## config.mk

```make
export PLATFORM = sky130hd
export DESIGN_NAME = split_mul_composer
export DESIGN_NICKNAME = d
export VERILOG_FILES = /design/src/rtl/split_mul_pkg.sv /design/src/rtl/sub_mul.sv /design/src/rtl/split_add_eq.sv /design/src/rtl/split_add_ne.sv /design/src/rtl/split_mul_composer.sv
export SDC_FILE = /design/constraint.sdc
export NUM_CORES = 1
export LEC_CHECK = 0
export ABC_AREA = 1
export BUFFER_PORTS_ARGS = -buffer_cell sky130_fd_sc_hd__buf_2
export CORE_ASPECT_RATIO = 2
export CORE_MARGIN = 4
export CORE_UTILIZATION = 60
export DETAILED_ROUTE_END_ITERATION = 10
export PLACE_DENSITY = 0.87
export SYNTH_ARGS = -nofsm -noshare
export SYNTH_HDL_FRONTEND = slang
export SYNTH_SLANG_ARGS = --single-unit
export TNS_END_PERCENT = 10
```

## constraint.sdc

```tcl
create_clock -name vclk -period 11.1
set_input_delay 1.665 -clock vclk [all_inputs]
set_output_delay 1.665 -clock vclk [all_outputs]
set_load 0.02 [all_outputs]
```

## src/rtl/split_mul_pkg.sv

```systemverilog
package split_mul_pkg;
  function automatic bit port_swap(int aw, int bw, int a0w, int b0w);
    return (aw < bw) && (a0w > b0w);
  endfunction

  function automatic int eff_lo_a(int aw, int bw, int a0w, int b0w);
    return port_swap(aw, bw, a0w, b0w) ? b0w : a0w;
  endfunction

  function automatic int eff_lo_b(int aw, int bw, int a0w, int b0w);
    return port_swap(aw, bw, a0w, b0w) ? a0w : b0w;
  endfunction

  function automatic int max2(int x, int y);
    return (x > y) ? x : y;
  endfunction
endpackage

```

## src/rtl/sub_mul.sv

```systemverilog
module sub_mul #(
  parameter int XW = 8,
  parameter int YW = 8,
  localparam int PW = XW + YW
) (
  input  logic [XW-1:0] x_i,
  input  logic [YW-1:0] y_i,
  output logic [PW-1:0] p_o
);
  assign p_o = PW'(x_i) * PW'(y_i);
endmodule

```

## src/rtl/split_add_eq.sv

```systemverilog
module split_add_eq #(
  parameter int K   = 8,
  parameter int A1W = 8,
  parameter int B1W = 8,
  localparam int PW = 2*K + A1W + B1W,
  localparam int UW = PW - K,
  localparam int SW = split_mul_pkg::max2(A1W + K, K + B1W) + 1
) (
  input  logic [2*K-1:0]     p00_i,
  input  logic [K+B1W-1:0]   p01_i,
  input  logic [A1W+K-1:0]   p10_i,
  input  logic [A1W+B1W-1:0] p11_i,
  output logic [PW-1:0]      prod_o
);
  logic [SW-1:0] cross_sum;
  logic [UW-1:0] upper_op;
  logic [UW-1:0] upper_sum;

  // cross terms share weight 2^K; keep the carry
  assign cross_sum = SW'(p10_i) + SW'(p01_i);
  assign upper_op  = {p11_i, p00_i[2*K-1:K]};
  assign upper_sum = UW'(cross_sum) + upper_op;
  assign prod_o    = {upper_sum, p00_i[K-1:0]};
endmodule

```

## src/rtl/split_add_ne.sv

```systemverilog
module split_add_ne #(
  parameter int EA  = 9,
  parameter int EB  = 5,
  parameter int A1W = 7,
  parameter int B1W = 7,
  localparam int PW = EA + EB + A1W + B1W
) (
  input  logic [EA+EB-1:0]   p00_i,
  input  logic [EA+B1W-1:0]  p01_i,
  input  logic [A1W+EB-1:0]  p10_i,
  input  logic [A1W+B1W-1:0] p11_i,
  output logic [PW-1:0]      prod_o
);
  logic [PW-1:0] cross_sum;
  logic [PW-1:0] outer_join;

  assign cross_sum  = (PW'(p10_i) << EA) + (PW'(p01_i) << EB);
  // high*high and low*low never overlap
  assign outer_join = {p11_i, p00_i};
  // carry past PW drops
  assign prod_o     = cross_sum + outer_join;
endmodule

```

## src/rtl/split_mul_composer.sv

```systemverilog
module split_mul_composer #(
  parameter int AW  = 16,
  parameter int BW  = 16,
  parameter int A0W = 8,
  parameter int B0W = 8,
  localparam int PW  = AW + BW,
  localparam int EA  = split_mul_pkg::eff_lo_a(AW, BW, A0W, B0W),
  localparam int EB  = split_mul_pkg::eff_lo_b(AW, BW, A0W, B0W),
  localparam int A1W = AW - EA,
  localparam int B1W = BW - EB
) (
  input  logic [AW-1:0] a_i,
  input  logic [BW-1:0] b_i,
  output logic [PW-1:0] prod_o
);
  logic [EA-1:0]  a_lo;
  logic [A1W-1:0] a_hi;
  logic [EB-1:0]  b_lo;
  logic [B1W-1:0] b_hi;

  logic [EA+EB-1:0]   p00;
  logic [EA+B1W-1:0]  p01;
  logic [A1W+EB-1:0]  p10;
  logic [A1W+B1W-1:0] p11;

  assign a_lo = a_i[EA-1:0];
  assign a_hi = a_i[AW-1:EA];
  assign b_lo = b_i[EB-1:0];
  assign b_hi = b_i[BW-1:EB];

  sub_mul #(.XW(EA),  .YW(EB))  u_m00 (.x_i(a_lo), .y_i(b_lo), .p_o(p00));
  sub_mul #(.XW(EA),  .YW(B1W)) u_m01 (.x_i(a_lo), .y_i(b_hi), .p_o(p01));
  sub_mul #(.XW(A1W), .YW(EB))  u_m10 (.x_i(a_hi), .y_i(b_lo), .p_o(p10));
  sub_mul #(.XW(A1W), .YW(B1W)) u_m11 (.x_i(a_hi), .y_i(b_hi), .p_o(p11));

  generate
    if (EA == EB) begin : g_eq
      split_add_eq #(.K(EA), .A1W(A1W), .B1W(B1W)) u_add (
        .p00_i(p00), .p01_i(p01), .p10_i(p10), .p11_i(p11), .prod_o(prod_o)
      );
    end else begin : g_ne
      split_add_ne #(.EA(EA), .EB(EB), .A1W(A1W), .B1W(B1W)) u_add (
        .p00_i(p00), .p01_i(p01), .p10_i(p10), .p11_i(p11), .prod_o(prod_o)
      );
    end
  endgenerate
endmodule

```

* After elaboration in Yosys (flattened, before gate mapping)
Cells that the tools add are included.
** Cells by class
- Multipliers :: 4
- $add $sub $neg :: 2
** Operator list (count)
- multiplier 8 x 8 -> 16 bit :: 4
- adder 17 x 24 -> 24 bit :: 1
- adder 16 x 16 -> 17 bit :: 1
** Word-level totals
- Input bits :: 32
- Output and inout bits :: 32
- Bits in registers :: 0

* Longest topological paths before layout
- Depth after elaboration :: 3
- Gate-level depth with buffers :: 38
- Mapped depth without buffers :: 36

* Hierarchy
Synthesis repeated with hierarchy kept, for this count alone.
** Unflattened totals
- Cell total of the unflattened synthesis :: 1811
- Area total of the unflattened synthesis :: 11417.2 um^2
** By module, submodules not included
- sub_mul (u_m11) :: cells an instance 378, area an instance 2424.8 um^2, instances 1
- sub_mul (u_m10) :: cells an instance 378, area an instance 2417.3 um^2, instances 1
- sub_mul (u_m01) :: cells an instance 375, area an instance 2401.1 um^2, instances 1
- sub_mul (u_m00) :: cells an instance 375, area an instance 2396.0 um^2, instances 1
- split_add_eq :: cells an instance 305, area an instance 1778.0 um^2, instances 1

* Worst setup path before layout
Ideal clock, no wire load.
- Kind :: in2out
- Start point :: input port b_i[2]
- End point :: output port prod_o[28]
- Setup slack :: 502 ps
- Data arrival time :: 8933 ps
- Stages :: 33
- Path buffers :: 2
- Path through :: clkbuf_1 -> clkbuf_1 -> nand2_1 -> fa_1 -> fa_1 -> inv_1 -> fa_1 -> inv_1 -> fa_1 -> inv_1 -> ha_1 -> a21oi_1 -> o21ai_0 -> a21oi_1 -> nor2_1 -> nor2_1 -> xor2_1 -> fa_1 -> inv_1 -> fa_1 -> inv_1 -> fa_1 -> fa_1 -> inv_1 -> ha_1 -> or2_2 -> nand3_1 -> nand2_1 -> nand2_1 -> nand2_1 -> nand2_1 -> nand2_2 -> xnor2_1
** Between the ends
- Cells in the longest elaborated chain, start to end :: 3
- Elaborated cells between the ends (all ways) :: 4
** RTL lines
- from (decl) :: RTL line split_mul_composer.sv:13 : input logic [BW-1:0] b_i,
- multiplier 8 x 8 -> 16 bit :: RTL line sub_mul.sv:10 : assign p_o = PW'(x_i) * PW'(y_i);
- adder 16 x 16 -> 17 bit :: RTL line split_add_eq.sv:20 : assign cross_sum = SW'(p10_i) + SW'(p01_i);
- adder 17 x 24 -> 24 bit * :: RTL line split_add_eq.sv:22 : assign upper_sum = UW'(cross_sum) + upper_op;
- to (decl) :: RTL line split_mul_composer.sv:14 : output logic [PW-1:0] prod_o
Every way passes the cells marked *; elsewhere a longest branch is shown, timed or not.

* Final worst setup path
- Start point :: input port b_i[5]
- End point :: output port prod_o[29]
The elaborated chain is that of the path after synthesis.

==> results.json <==
{
  "post_drt_wl_per_cell_um": 16.6,
  "syn2layout_area_growth_pct": 4.27,
  "post-cts-setup-buffers": 0,
  "drc_errors": 0,
  "portbufs": 64,
  "cp_slowest_stage_delay_ns": 0.57,
  "grt_setup_unrepaired": "no",
  "antenna_violating_nets_post_route": 0,
  "die_y_um": 190,
  "final_period_minus_worst_setup_slack_ns": 10.68,
  "run_status": "finished clean",
  "setup.worst_path.end_class": "output port",
  "slew_viol_final": 0,
  "hold_viol": 0,
  "critical_path.startpoint_type": "input pin",
  "worstHoldPathType": "input pin to output port",
  "layout.filler_cells": 1408,
  "layout.cells.non_filler": 1592,
  "max_freq_mhz": 93.7,
  "critPathMaxFanout": 16,
  "drive_gt1_share_pct": 7.78,
  "fp.dieArea_mm2": 0.0188,
  "max-cap-violations": 0,
  "numPlacedInstances": 1592,
  "tightest_slew_margin_relative_to_the_limit_pct": 68.2,
  "layout.cells.most_common_list": "447 x sky130_fd_sc_hd__inv_1, 354 x sky130_fd_sc_hd__nand2_1, 184 x sky130_fd_sc_hd__fa_1",
  "fin_nets": 1752,
  "worst-endpoint-required_ns": 9.44,
  "viasPerCell": 5.43,
  "n_sequential_cell": 0,
  "vias": 8637,
  "post_synth_design_cell_area_mm2": 0.00991,
  "most_common_cell_after_layout_fill_and_taps_aside": "sky130_fd_sc_hd__inv_1",
  "dieWidth_um": 98.9,
  "finalSetupTns_ns": 0,
  "worst_pin_slew_ns": 0.476,
  "dr.pass1.iters": 5,
  "synthesis.yosys.warnings": 0,
  "vias_in_the_first_global_route": 9470,
  "worst-endpoint-arrival_ns": 9.01,
  "multi_input_comb_area_mm2": 0.00799,
  "synth.lib_cells_used.distinct": 32,
  "overflow_left_after_global_routing": 0,
  "detailedPlacementHpwl_mm": 22.8,
  "antenna_violations_before_repair": 0,
  "regArea_um2": 0,
  "worst-setup-path-type": "input pin to output port",
  "slowest_stage": "sky130_fd_sc_hd__fa_1",
  "top_level_ports": 64,
  "totalWireLength_mm": 26.5,
  "crit_path_frequent_cell": "sky130_fd_sc_hd__fa_1",
  "grt_pass1_wl_mm": 43.6,
  "syn_nets": 1743,
  "finalSetupViolations": 0,
  "track_usage_pct": 29.1,
  "row_count": 66,
  "maximum_number_of_pins_on_one_net_before_global_route_repair": 17,
  "fin_crit_sh_pct": 96.2,
  "gp_routability_congestion": 0.930,
  "drt_iter0_markers": 357,
  "initial_utilization_pct": 60.9,
  "synth_seq_area_share_pct": 0,
  "clock_buffers": 0,
  "floorplan.core_area_mm2": 0.0163,
  "synth.avg_cell_area_um2": 7.18,
  "hold_ws_ns": 3.85,
  "num_antenna_cells": 0,
  "syn-instance-count": 1381
}
## critical path: cells and delay by family
| kind | cells | cell delay, ns |
|---|---|---|
| adder cells (fa/ha/maj) | 10 | 4.82 |
| buffers and inverters | 8 | 0.74 |
| AND/OR/NAND/NOR | 8 | 0.75 |
| AO/OA/AOI/OAI | 5 | 0.76 |
| XOR/XNOR | 2 | 0.27 |
## synthesized netlist by cell type (all sizes together)
master   instances  area (um^2)
o21a             1         7.51
nand2          365         1400
a21o             3         22.5
xor2            21          184
o2111ai          1         8.76
nand3b           1         11.3
nor2            31          136
or2              2         12.5
nand4           10         68.8
clkbuf          64          240
buf              1         5.00
a21oi           37          193
xnor2           15          131
inv            450         1690
fa             184         3680
nor3             5         40.0
o21ai           10         57.6
o21bai           3         22.5
ha             146         1830
nand3           31          170
## path summary, 6_finish.rpt
kind | startpoint | endpoint | slack [ns] | cells after the start
hold / removal | b_i[0] | prod_o[0] | 3.85 | 4
setup / recovery | b_i[5] | prod_o[29] | 0.42 | 33
## final cells by class
class | count | area share (%)
Multi-Input combinational cell | 866 | 77.3
Inverter | 450 | 16.3
Timing Repair Buffer | 72 | 3.89
Tap cell | 204 | 2.47
## metal layers
layer	vias to the layer above	wire, um	track usage (%)
li1	3922	-	-
met1	4114	7350	25.8
met2	391	14800	56.8
met3	210	1360	2.35
met4	0	2970	24.0
met5	-	0	0
## cells by family (layout without fill, tap and decap cells)
kind of cell,Yosys count,after routing,synth area share [%]
AOI/OAI and AO/OA,55,55,3.14
xor gates and xnor gates,36,36,3.18
adders and majority gates,330,330,55.6
buffers and inverters,515,522,19.5
and+or+nand+nor,445,445,18.6
## timing repair
| item | in CTS | in global routing |
|---|---|---|
| endpoints found under the setup margin | 0 | 14 |
| gates resized for setup | 0 | 16 |
| hold buffers | 0 | 0 |
## metrics by stage
step                utilization (%)  worst slack (ns)  cell area [um^2]
floorplan                         -             0.502              9910
global placement               63.3             0.343             10300
detailed placement             63.3             0.183             10300
CTS                            63.3             0.156             10300
global route                   63.5            0.0326             10300
finish                         63.5             0.423             10300
Power is not shown: default switching activity piles up to over one toggle a cycle in this logic, so the estimate is an artifact.
